**config.mk**
```make
export PLATFORM = sky130hd
export DESIGN_NAME = disp_win_gen
export DESIGN_NICKNAME = d
export VERILOG_FILES = /design/src/rtl/dwg_pkg.sv /design/src/rtl/dwg_timebase.sv /design/src/rtl/dwg_regbank.sv /design/src/rtl/dwg_window.sv /design/src/rtl/dwg_deflect.sv /design/src/rtl/disp_win_gen.sv
export SDC_FILE = /design/constraint.sdc
export NUM_CORES = 1
export LEC_CHECK = 0
export BUFFER_PORTS_ARGS = -buffer_cell sky130_fd_sc_hd__clkbuf_2
export CAP_MARGIN = 20
export CORE_ASPECT_RATIO = 0.75
export CORE_UTILIZATION = 35
export CTS_CLUSTER_SIZE = 8
export DETAILED_ROUTE_END_ITERATION = 7
export GPL_ROUTABILITY_DRIVEN = 0
export GPL_TIMING_DRIVEN = 0
export PLACE_DENSITY_LB_ADDON = 0.2
export SKIP_LAST_GASP = 1
export SYNTH_ARGS = -nofsm -noshare
export SYNTH_HDL_FRONTEND = slang
export SYNTH_SLANG_ARGS = --single-unit
```
**constraint.sdc**
```tcl
create_clock -name clk -period 2.2 [get_ports clk]
set_input_delay 0.33 -clock clk [delete_from_list [all_inputs] [get_ports clk]]
set_output_delay 0.33 -clock clk [all_outputs]
set_load 0.005 [all_outputs]
```
**src/rtl/dwg_pkg.sv**
```systemverilog
package dwg_pkg;

    localparam int POS_W    = 16;
    localparam int ADDR_W   = 5;
    localparam int NUM_WIN  = 3;

    typedef logic [POS_W-1:0]  pos_t;
    typedef logic [ADDR_W-1:0] addr_t;

    typedef struct packed {
        pos_t start;
        pos_t stop;
    } span_t;

    typedef struct packed {
        span_t h;
        span_t v;
    } win_t;

    typedef struct packed {
        logic line_end;
        logic field_end;
        logic vd_wrap;
    } strobe_t;

    localparam addr_t A_HDEF_START = addr_t'(4 * NUM_WIN);
    localparam addr_t A_HDEF_STOP  = addr_t'(4 * NUM_WIN + 1);
    localparam addr_t A_VDEF_START = addr_t'(4 * NUM_WIN + 2);
    localparam addr_t A_VDEF_STOP  = addr_t'(4 * NUM_WIN + 3);
    localparam addr_t A_IN_EN      = addr_t'(4 * NUM_WIN + 4);

    function automatic logic span_hit(input pos_t pos, input span_t s);
        return (pos >= s.start) && (pos < s.stop);
    endfunction

endpackage

```
**src/rtl/dwg_timebase.sv**
```systemverilog
module dwg_timebase
    import dwg_pkg::*;
#(
    parameter int LINE_LEN    = 1024,
    parameter int FIELD_LINES = 312,
    parameter int TICK_CYCLES = 256,
    parameter int VD_TICKS    = 625
) (
    input  logic    clk,
    input  logic    rst,
    output pos_t    hpos,
    output pos_t    vpos,
    output pos_t    tpos,
    output strobe_t stb
);
    localparam int HW = (LINE_LEN    > 1) ? $clog2(LINE_LEN)    : 1;
    localparam int VW = (FIELD_LINES > 1) ? $clog2(FIELD_LINES) : 1;
    localparam int PW = (TICK_CYCLES > 1) ? $clog2(TICK_CYCLES) : 1;
    localparam int TW = (VD_TICKS    > 1) ? $clog2(VD_TICKS)    : 1;

    logic [HW-1:0] hcnt;
    logic [VW-1:0] vcnt;
    logic [PW-1:0] pcnt;
    logic [TW-1:0] tcnt;

    logic h_last, v_last, p_last, t_last;

    assign h_last = (hcnt == HW'(LINE_LEN - 1));
    assign v_last = (vcnt == VW'(FIELD_LINES - 1));
    assign p_last = (pcnt == PW'(TICK_CYCLES - 1));
    assign t_last = (tcnt == TW'(VD_TICKS - 1));

    always_ff @(posedge clk) begin
        if (rst) begin
            hcnt <= '0;
            vcnt <= '0;
        end else begin
            hcnt <= h_last ? '0 : hcnt + 1'b1;
            if (h_last) begin
                vcnt <= v_last ? '0 : vcnt + 1'b1;
            end
        end
    end

    always_ff @(posedge clk) begin
        if (rst) begin
            pcnt <= '0;
            tcnt <= '0;
        end else begin
            pcnt <= p_last ? '0 : pcnt + 1'b1;
            if (p_last) begin
                tcnt <= t_last ? '0 : tcnt + 1'b1;
            end
        end
    end

    assign hpos          = pos_t'(hcnt);
    assign vpos          = pos_t'(vcnt);
    assign tpos          = pos_t'(tcnt);
    assign stb.line_end  = h_last;
    assign stb.field_end = h_last && v_last;
    assign stb.vd_wrap   = p_last && t_last;

    AST_TICK_HOLD: assert property (@(posedge clk) disable iff (rst)
        !p_last |=> $stable(tcnt)) else $error("tick index moved without a tick");

    AST_LINE_HOLD: assert property (@(posedge clk) disable iff (rst)
        !h_last |=> $stable(vcnt)) else $error("line counter moved mid-line");

endmodule

```
**src/rtl/dwg_regbank.sv**
```systemverilog
module dwg_regbank
    import dwg_pkg::*;
(
    input  logic                 clk,
    input  logic                 rst,
    input  logic                 wr_en,
    input  addr_t                wr_addr,
    input  pos_t                 wr_data,
    input  strobe_t              stb,
    output win_t [NUM_WIN-1:0]   act_win,
    output span_t                act_hd,
    output span_t                act_vd,
    output logic                 ie_q
);
    win_t [NUM_WIN-1:0] pend_win;
    span_t              pend_hd;
    span_t              pend_vd;

    always_ff @(posedge clk) begin
        if (rst) begin
            pend_win <= '0;
            pend_hd  <= '0;
            pend_vd  <= '0;
            ie_q     <= 1'b0;
        end else if (wr_en) begin
            for (int c = 0; c < NUM_WIN; c++) begin
                if (wr_addr[ADDR_W-1:2] == (ADDR_W-2)'(c)) begin
                    case (wr_addr[1:0])
                        2'd0:    pend_win[c].h.start <= wr_data;
                        2'd1:    pend_win[c].h.stop  <= wr_data;
                        2'd2:    pend_win[c].v.start <= wr_data;
                        default: pend_win[c].v.stop  <= wr_data;
                    endcase
                end
            end
            case (wr_addr)
                A_HDEF_START: pend_hd.start <= wr_data;
                A_HDEF_STOP:  pend_hd.stop  <= wr_data;
                A_VDEF_START: pend_vd.start <= wr_data;
                A_VDEF_STOP:  pend_vd.stop  <= wr_data;
                A_IN_EN:      ie_q          <= wr_data[0];
                default:      ;
            endcase
        end
    end

    always_ff @(posedge clk) begin
        if (rst) begin
            act_win <= '0;
            act_hd  <= '0;
            act_vd  <= '0;
        end else begin
            for (int c = 0; c < NUM_WIN; c++) begin
                if (stb.line_end)  act_win[c].h <= pend_win[c].h;
                if (stb.field_end) act_win[c].v <= pend_win[c].v;
            end
            if (stb.line_end) act_hd <= pend_hd;
            if (stb.vd_wrap)  act_vd <= pend_vd;
        end
    end

    AST_HSPAN_HOLD: assert property (@(posedge clk) disable iff (rst)
        !stb.line_end |=> ($stable(act_hd) && $stable(act_win[0].h))) else $error("horizontal value loaded mid-line");

    AST_VSPAN_HOLD: assert property (@(posedge clk) disable iff (rst)
        !stb.field_end |=> $stable(act_win[0].v)) else $error("vertical span loaded mid-field");

    AST_VDEF_HOLD: assert property (@(posedge clk) disable iff (rst)
        !stb.vd_wrap |=> $stable(act_vd)) else $error("vertical deflection loaded mid-cycle");

    AST_IE_WRITE: assert property (@(posedge clk) disable iff (rst)
        (wr_en && wr_addr == A_IN_EN) |=> (ie_q == $past(wr_data[0]))) else $error("input enable not written");

    AST_UNMAPPED_IGNORED: assert property (@(posedge clk) disable iff (rst)
        (wr_en && wr_addr > A_IN_EN) |=> ($stable(pend_win) && $stable(pend_hd) && $stable(pend_vd) && $stable(ie_q)))
        else $error("unmapped write changed state");

endmodule

```
**src/rtl/dwg_window.sv**
```systemverilog
module dwg_window
    import dwg_pkg::*;
(
    input  logic clk,
    input  logic rst,
    input  pos_t hpos,
    input  pos_t vpos,
    input  win_t win,
    output logic win_o
);
    always_ff @(posedge clk) begin
        if (rst) begin
            win_o <= 1'b0;
        end else begin
            win_o <= span_hit(hpos, win.h) && span_hit(vpos, win.v);
        end
    end

    AST_EMPTY_LOW: assert property (@(posedge clk) disable iff (rst)
        (win.h.start >= win.h.stop || win.v.start >= win.v.stop) |=> !win_o) else $error("empty span drove output");

endmodule

```
**src/rtl/dwg_deflect.sv**
```systemverilog
module dwg_deflect
    import dwg_pkg::*;
(
    input  logic  clk,
    input  logic  rst,
    input  pos_t  hpos,
    input  pos_t  tpos,
    input  span_t act_hd,
    input  span_t act_vd,
    output logic  hd_o,
    output logic  vd_o
);
    pos_t hgrid;
    assign hgrid = hpos >> 2;

    always_ff @(posedge clk) begin
        if (rst) begin
            hd_o <= 1'b0;
            vd_o <= 1'b0;
        end else begin
            hd_o <= span_hit(hgrid, act_hd);
            vd_o <= span_hit(tpos, act_vd);
        end
    end

    AST_HD_GRID: assert property (@(posedge clk) disable iff (rst)
        (hpos[1:0] != 2'b00 && $stable(act_hd)) |=> $stable(hd_o)) else $error("hd edge off the 4-pixel grid");

    AST_VD_STEP: assert property (@(posedge clk) disable iff (rst)
        ($stable(tpos) && $stable(act_vd)) |=> $stable(vd_o)) else $error("vd edge between ticks");

endmodule

```
**src/rtl/disp_win_gen.sv**
```systemverilog
module disp_win_gen
    import dwg_pkg::*;
#(
    parameter int LINE_LEN    = 1024,
    parameter int FIELD_LINES = 312,
    parameter int TICK_CYCLES = 256,
    parameter int VD_TICKS    = 625
) (
    input  logic        clk,
    input  logic        rst,
    input  logic        wr_en,
    input  logic [4:0]  wr_addr,
    input  logic [15:0] wr_data,
    output logic        feat_rd_en,
    output logic        mem2_rd_en,
    output logic        aux_win,
    output logic        hdefl,
    output logic        vdefl,
    output logic        in_en
);
    pos_t               hpos, vpos, tpos;
    strobe_t            stb;
    win_t [NUM_WIN-1:0] act_win;
    span_t              act_hd, act_vd;
    logic [NUM_WIN-1:0] win_bits;

    dwg_timebase #(
        .LINE_LEN    (LINE_LEN),
        .FIELD_LINES (FIELD_LINES),
        .TICK_CYCLES (TICK_CYCLES),
        .VD_TICKS    (VD_TICKS)
    ) u_tb (
        .clk  (clk),
        .rst  (rst),
        .hpos (hpos),
        .vpos (vpos),
        .tpos (tpos),
        .stb  (stb)
    );

    dwg_regbank u_regs (
        .clk     (clk),
        .rst     (rst),
        .wr_en   (wr_en),
        .wr_addr (addr_t'(wr_addr)),
        .wr_data (pos_t'(wr_data)),
        .stb     (stb),
        .act_win (act_win),
        .act_hd  (act_hd),
        .act_vd  (act_vd),
        .ie_q    (in_en)
    );

    for (genvar c = 0; c < NUM_WIN; c++) begin : g_win
        dwg_window u_win (
            .clk   (clk),
            .rst   (rst),
            .hpos  (hpos),
            .vpos  (vpos),
            .win   (act_win[c]),
            .win_o (win_bits[c])
        );
    end

    dwg_deflect u_defl (
        .clk    (clk),
        .rst    (rst),
        .hpos   (hpos),
        .tpos   (tpos),
        .act_hd (act_hd),
        .act_vd (act_vd),
        .hd_o   (hdefl),
        .vd_o   (vdefl)
    );

    assign feat_rd_en = win_bits[0];
    assign mem2_rd_en = win_bits[1];
    assign aux_win    = win_bits[2];

    AST_RESET_QUIET: assert property (@(posedge clk)
        rst |=> !(feat_rd_en || mem2_rd_en || aux_win || hdefl || vdefl || in_en)) else $error("output high after reset");

endmodule

```
==> impl_results.md, run 1 <==
* Pin count of the biggest net entering global routing at 14
* Share of layout cells above drive strength 1 at 7.87%
* Synth async-reset ratio at 0%
* Initial Utilization at 35.6%
* Maximum VDD drop at 0.000500 V
* Root Buffer: clkbuf_16
* Post-synthesis sequential area ratio at 47.6%
* Most frequent cells in the layout: nand2_1 (1,054), dfxtp_1 (536), a21oi_1 (527)
* Fin cells at 3,996
* CTS tree: yes
* Gr ovfl total at 0
* Clk_lat worst skew at 0.62 ns
* Overall routing resource usage at 22.4%
* Number of global-route vias before repair at 19.4k
* Hold WC Path Type: in2reg
* Startpoint types: flop
* Final Util at 41.3%
* Fmax at 466 MHz
* Worst slack at placement at -1.36 ns
* Synth Instances at 3,001
* Via count at 20.7k
* Post-synth EDFFs at 0
* Fin area at 27,100 um^2
* Comb pwr share at 3.5%
* Crit end category: flop
* Sw frac at 23.1%
* Worst-path cell chain: ha_2, nand2_1, nor3_4, buf_4, buf_6, buf_4, clkbuf_4, nand2_1, a21oi_1
* Syn_nets at 3,172
* Clk pin slew, worst setup/hold paths at 0.06 ns
* Yosys reg bits at 555
* Final WS setup at 0.0525 ns
* Status: finished clean
* Crit-path max FO at 10
* Sequential power share at 46.2%
* Clock power share at 50.2%
* Most used DFF post-synth: dfxtp_1
* CTS Buf Count at 79
* Initial antenna violation count at 6
* # IOs at 30
* 1st-pass router iterations at 6
* Worst Setup Path Type: reg2reg
* Tmin final at 2.15 ns
* Area growth, synth to finish at 16.3%
* Slew Viols, Final at 0
* Tcrit/Tclk final at 97.6%
* Power, Total at 22.0 mW
* H-Tree Depth at 3
* Row cnt at 81
* Worst EP required at 2.74 ns
* Slew headroom at 20.0%
* Die width at 300 um
* Synth warn at 0
* Final Skew at 0.0397 ns
* PortBufs at 8
* DRT antenna net count at 0
* Mapped Area at 23,300 um^2
* CP max-delay cell: dfxtp_4
* Power Dens Cells at 810 nW/um^2
* Routed WL at 76,200 um
* Total die area at 67,700 um^2
* Fin. Hold Viols at 0
* Measured slew at the worst slew-check pin at 1.20 ns
* Iter 0 DRT Violations at 1,863
* Max-Cap Viols at 0
* Clk sink count at 555
* Drt wl/cell at 19.1 um
* Via/cell ratio at 5.17
* DP Wirelength at 53,900 um
* Critical Path AT at 2.68 ns
* Internal Power at 16.9 mW
* Dpl cells at 3,893
* Placeable Area at 65,600 um^2
* Setup violators final at 0
* Setup TNS at 0 ns
* Dpl cell area at 24,700 um^2
* DIE HEIGHT at 226 um
* Drt drc at 0
* Count of different cell masters after synthesis at 54
* Commonest non-fill, non-tap cell in the layout: nand2_1
* Worst path max stage delay at 0.44 ns
* Final hold slack at 0.114 ns
* Clock buffer depth at 3
* Fin nets at 3,288
* LEAKAGE at 9.37 nW
* Synthesized area per cell at 7.77 um^2
* Net Sw Power at 5.08 mW
* First-pass GRT wire length at 116,000 um
-- synthesized netlist by cell type (all sizes together) (12+ instances only) --
cell / number / area share, %
nand4: 30 / 0.80
o21ai: 23 / 0.49
nand3: 22 / 0.49
inv: 143 / 2.3
nor3: 25 / 0.56
a21o: 20 / 0.64
nor4: 25 / 0.70
nor2: 67 / 1.1
ha: 147 / 7.9
and3: 12 / 0.32
a21oi: 537 / 12
buf: 42 / 1.2
dfxtp: 555 / 48
nand2b: 15 / 0.40
xor2: 19 / 0.71
nand2: 1064 / 17
clkbuf: 156 / 2.5
-- final timing paths --
check             slack [ns]             endpoint  cells after the start                  from
setup / recovery        0.05     u_regs.act_hd[3]                      9          u_tb.hcnt[1]
hold / removal          0.11  u_regs.pend_win[63]                      3           wr_data[15]
setup reg to reg        0.05     u_regs.act_hd[3]                      9          u_tb.hcnt[1]
hold reg to reg         0.43  u_regs.act_win[181]                      2  u_regs.pend_win[181]
-- layer usage --
metal | wire length [um] | GRT usage, % | share of wire [%]
met1 | 36800 | 32.4 | 48
met4 | 1960 | 6.81 | 2.6
met2 | 31800 | 33.5 | 42
met5 | 39 | 0 | 0.051
met3 | 5520 | 4.21 | 7.2
-- power by group through the flow --
stage               combinational [mW]  clock (mW)  sequential, mW
finish                           0.771        11.0            10.2
global route                     0.812        11.6            10.1
CTS                              0.757        11.2            10.2
detailed placement               0.747           0            10.4
global placement                 0.695           0            10.4
floorplan                        0.372           0            10.3
-- layout make-up --
cell class,instances,area [um^2]
diodes,1,2.50
plain buffers,197,948
clock buffers,82,2030
clock inverters,6,110
fillers,6514,38500
inverters,143,541
multi-input cells,2105,10900
flip-flops and latches,555,11200
well taps,871,1090
repair buffers,36,357
-- what timing repair did --
action / CTS / global route
setup endpoints to repair: 353 / 238
hold buffers: 0 / 0
gates resized for setup: 61 / 56
cloned: 0 / 0
pin swaps: 4 / 5
setup buffers: 7 / 8
-- critical path, delay by kind of cell (launching register included) --
family | cells | cell delay, ns
buffers and inverters | 4 | 0.83
AND/OR/NAND/NOR | 3 | 0.45
flip-flops | 1 | 0.44
adder cells (fa/ha/maj) | 1 | 0.23
AO/OA/AOI/OAI | 1 | 0.13
-- logic make-up after synthesis --
kind of cell / synth area share, %
AO/OA/AOI/OAI: 14.5
XOR/XNOR: 1.09
adder cells (fa/ha/maj): 7.89
buffers and inverters: 6.01
flip-flops: 47.6
multiplexers: 0.129
AND/OR/NAND/NOR: 22.8
-- flip-flops by register name (all words and copies together) (netlist names) --
register           cells
g_win.u_win.win_o      3
u_defl.hd_o            1
u_defl.vd_o            1
u_regs.act_hd         32
u_regs.act_vd         32
u_regs.act_win       192
u_regs.ie_q            1
u_regs.pend_hd        32
u_regs.pend_vd        32
u_regs.pend_win      192
u_tb.hcnt             10
u_tb.pcnt              8
u_tb.tcnt             10
u_tb.vcnt              9
Note: power is estimated with default switching activity, not from simulation.
==> run 2, diff against run 1 <==
--- a/config.mk
+++ b/config.mk
@@ -8,7 +8,7 @@
 export BUFFER_PORTS_ARGS = -buffer_cell sky130_fd_sc_hd__clkbuf_2
 export CAP_MARGIN = 20
 export CORE_ASPECT_RATIO = 0.75
-export CORE_UTILIZATION = 35
+export CORE_UTILIZATION = 63
 export CTS_CLUSTER_SIZE = 8
 export DETAILED_ROUTE_END_ITERATION = 7
 export GPL_ROUTABILITY_DRIVEN = 0
==> run 2 against run 1 <==
Net effect:
- the flow now finishes with violations (negative setup slack)
- count of clock-buffer cells in the layout up 1
- die area down 44%
- first-iteration DRC count up 43%
- worst setup slack worse by 0.15 ns
- power down 1.5%
- utilization up 32 points
- sequential share of layout area up 1.1 points
- clock power about the same
- non-clock buffer count down 15
- cell count down 9.8%
==> impl_results.md, run 2 (synthesis gave the netlist of run 1 again) <==
* Status: finished with violations (was finished clean)
* PortBufs at 8 (unchanged)
* Tmin final at 2.30 ns (was 2.15 ns)
* Clock power share at 49.7% (was 50.2%)
* GR Util met2 at 56.5% (was 33.5%)
* CTS tree: yes (unchanged)
* 1st-pass router iterations at 8 (was 6)
* H-Tree Depth at 3 (unchanged)
* Measured slew at the worst slew-check pin at 1.29 ns (was 1.20 ns)
* Hold WC Path Type: in2reg (unchanged)
* Setup violators final at 1 (was 0)
* Internal Power at 16.8 mW (was 16.9 mW)
* Worst R2R End: g_win[2].u_win.win_o (was u_regs.act_hd[3])
* DRT antenna net count at 0 (unchanged)
* Area growth, synth to finish at 13.2% (was 16.3%)
* Hold Path End: u_regs.pend_win[63] (unchanged)
* Worst EP required at 2.61 ns (was 2.74 ns)
* Regs by FF count: u_regs.act_win: 192 flops, u_regs.pend_win: 192 flops (unchanged)
* DIE HEIGHT at 169 um (was 226 um)
* Total die area at 37,800 um^2 (was 67,700 um^2)
* DP Wirelength at 47,700 um (was 53,900 um)
* Worst Setup Path Type: reg2reg (unchanged)
* Dpl cells at 3,508 (was 3,893)
* Fin area at 26,400 um^2 (was 27,100 um^2)
* Routed WL at 71,400 um (was 76,200 um)
* Root Buffer: clkbuf_16 (unchanged)
* Final hold slack at 0.141 ns (was 0.114 ns)
* M3 GR Usage at 7.81% (was 4.21%)
* Clock buffer depth at 3 (unchanged)
* # IOs at 30 (unchanged)
* CTS Buf Count at 79 (unchanged)
* CP max-delay cell: nor4_2 (was dfxtp_4)
* Power, Total at 21.6 mW (was 22.0 mW)
* Die width at 224 um (was 300 um)
* Hold depth at 3 (unchanged)
* Iter 0 DRT Violations at 2,663 (was 1,863)
* Net Sw Power at 4.79 mW (was 5.08 mW)
* Most frequent cells in the layout: nand2_1 (1,054), dfxtp_1 (537), a21oi_1 (527) (was nand2_1 (1,054), dfxtp_1 (536), a21oi_1 (527))
* Fin cells at 3,603 (was 3,996)
* Pin count of the biggest net entering global routing at 14 (unchanged)
* GRT busiest layer: met2 (unchanged)
* Clk pin slew, worst setup/hold paths at 0.05 ns (was 0.06 ns)
* Startpoint types: flop (unchanged)
* Drt wl/cell at 19.8 um (was 19.1 um)
* Crit-path max FO at 2 (was 10)
* Share of layout cells above drive strength 1 at 7.15% (was 7.87%)
* Max-Cap Viols at 0 (unchanged)
* Reg-to-Reg Start: u_regs.act_win[139] (was u_tb.hcnt[1])
* Fin. Hold Viols at 0 (unchanged)
* Clk sink count at 555 (unchanged)
* Worst path max stage delay at 0.69 ns (was 0.44 ns)
* Power Dens Cells at 820 nW/um^2 (was 810 nW/um^2)
* Antenna diodes at 0 (was 1)
* Row cnt at 60 (was 81)
* Gr ovfl total at 0 (unchanged)
* Sequential power share at 46.9% (was 46.2%)
* Maximum VDD drop at 0.000647 V (was 0.000500 V)
* Drt drc at 0 (unchanged)
* Slew Viols, Final at 0 (unchanged)
* Final Skew at 0.0265 ns (was 0.0397 ns)
* R2R depth at 5 (was 9)
* Clk_lat worst skew at 0.60 ns (was 0.62 ns)
* Tcrit/Tclk final at 105% (was 97.6%)
* Final WS setup at -0.103 ns (was 0.0525 ns)
* Crit end category: flop (unchanged)
* Comb pwr share at 3.4% (was 3.5%)
* Unrepaired setup endpoints after global routing: yes
* First-pass GRT wire length at 109,000 um (was 116,000 um)
* Worst-path cell chain: or4_1, nor4_2, nand2_1, a31oi_1, a2111oi_4 (was ha_2, nand2_1, nor3_4, buf_4, buf_6, buf_4, clkbuf_4, nand2_1, a21oi_1)
* Slew headroom at 14.1% (was 20.0%)
* Hold path start: wr_data[15] (unchanged)
* Fmax at 434 MHz (was 466 MHz)
* Fin nets at 3,273 (was 3,288)
* Commonest non-fill, non-tap cell in the layout: nand2_1 (unchanged)
* Failing checks: negative setup slack
* Via/cell ratio at 5.95 (was 5.17)
* Initial Utilization at 64.4% (was 35.6%)
* Reg2Reg Setup Slack at -0.10 ns (was 0.05 ns)
* Critical Path AT at 2.71 ns (was 2.68 ns)
* Number of global-route vias before repair at 19.9k (was 19.4k)
* LEAKAGE at 9.25 nW (was 9.37 nW)
* Initial antenna violation count at 1 (was 6)
* Via count at 21.4k (was 20.7k)
* Met1 Track Usage GR at 52.0% (was 32.4%)
* Dpl cell area at 24,000 um^2 (was 24,700 um^2)
* Sw frac at 22.2% (was 23.1%)
* Placeable Area at 36,200 um^2 (was 65,600 um^2)
* Overall routing resource usage at 37.5% (was 22.4%)
## run 2: through the flow
step | util, % | setup TNS (ns) | setup WS [ns]
after CTS | 72.7 | 0 | 0.00859
after detailed placement | 66.4 | -294.20 | -1.14
after global placement | 66.3 | -297.10 | -1.12
after global routing | 72.9 | -0.723 | -0.172
final | 72.9 | -0.103 | -0.103
after floorplan | - | 0 | 0.276
## run 2: worst max path at each step
stage / depth (start not counted) / from / end
6_report: 5 / u_regs.act_win[139] / g_win[2].u_win.win_o
5_1_grt: 7 / u_regs.act_win[169] / g_win[2].u_win.win_o
4_1_cts: 6 / u_tb.vcnt[7] / g_win[1].u_win.win_o
3_5_place_dp: 5 / rst / u_tb.pcnt[6]
3_3_place_gp: 5 / rst / u_tb.pcnt[6]
2_1_floorplan: 8 / u_tb.hcnt[1] / u_regs.act_hd[10]
## run 2: layer usage
| layer | vias up | part of all wire [%] |
|---|---|---|
| li1 | 10000 | - |
| met4 | 4 | 4.4 |
| met2 | 1101 | 42 |
| met5 | - | 0.036 |
| met1 | 10100 | 42 |
| met3 | 236 | 11 |
## run 2: final cells by class
type                       count  area [um^2]
timing repair buffer          22          179
inverter                     143          537
fill                        2763         9790
clock buffer                  83         2080
sequential                   555        11200
clock inverter                 3         40.0
multi-input combinational   2105        10900
buffer                       196          902
tap                          496          621
## run 2: power by group through the flow
stage / registers (mW) / clock network (mW) / logic [mW]
5_1_grt: 10.1 / 11.2 / 0.762
3_5_place_dp: 10.4 / 0 / 0.666
6_report: 10.1 / 10.7 / 0.736
2_1_floorplan: 10.3 / 0 / 0.372
3_3_place_gp: 10.4 / 0 / 0.641
4_1_cts: 10.2 / 10.7 / 0.679
## run 2: critical path, delay by kind of cell, from the launching register on
| kind | cells | cell delay [ns] |
|---|---|---|
| flops | 1 | 0.30 |
| simple gates | 3 | 1.38 |
| compound gates | 2 | 0.45 |
## run 2: repair_timing
item,CTS,global route
cloned,0,0
hold endpoints to repair,0,0
gates resized for setup,59,21
setup endpoints to repair,353,198
hold buffers,0,0
pin swaps,6,8
setup buffers,5,4
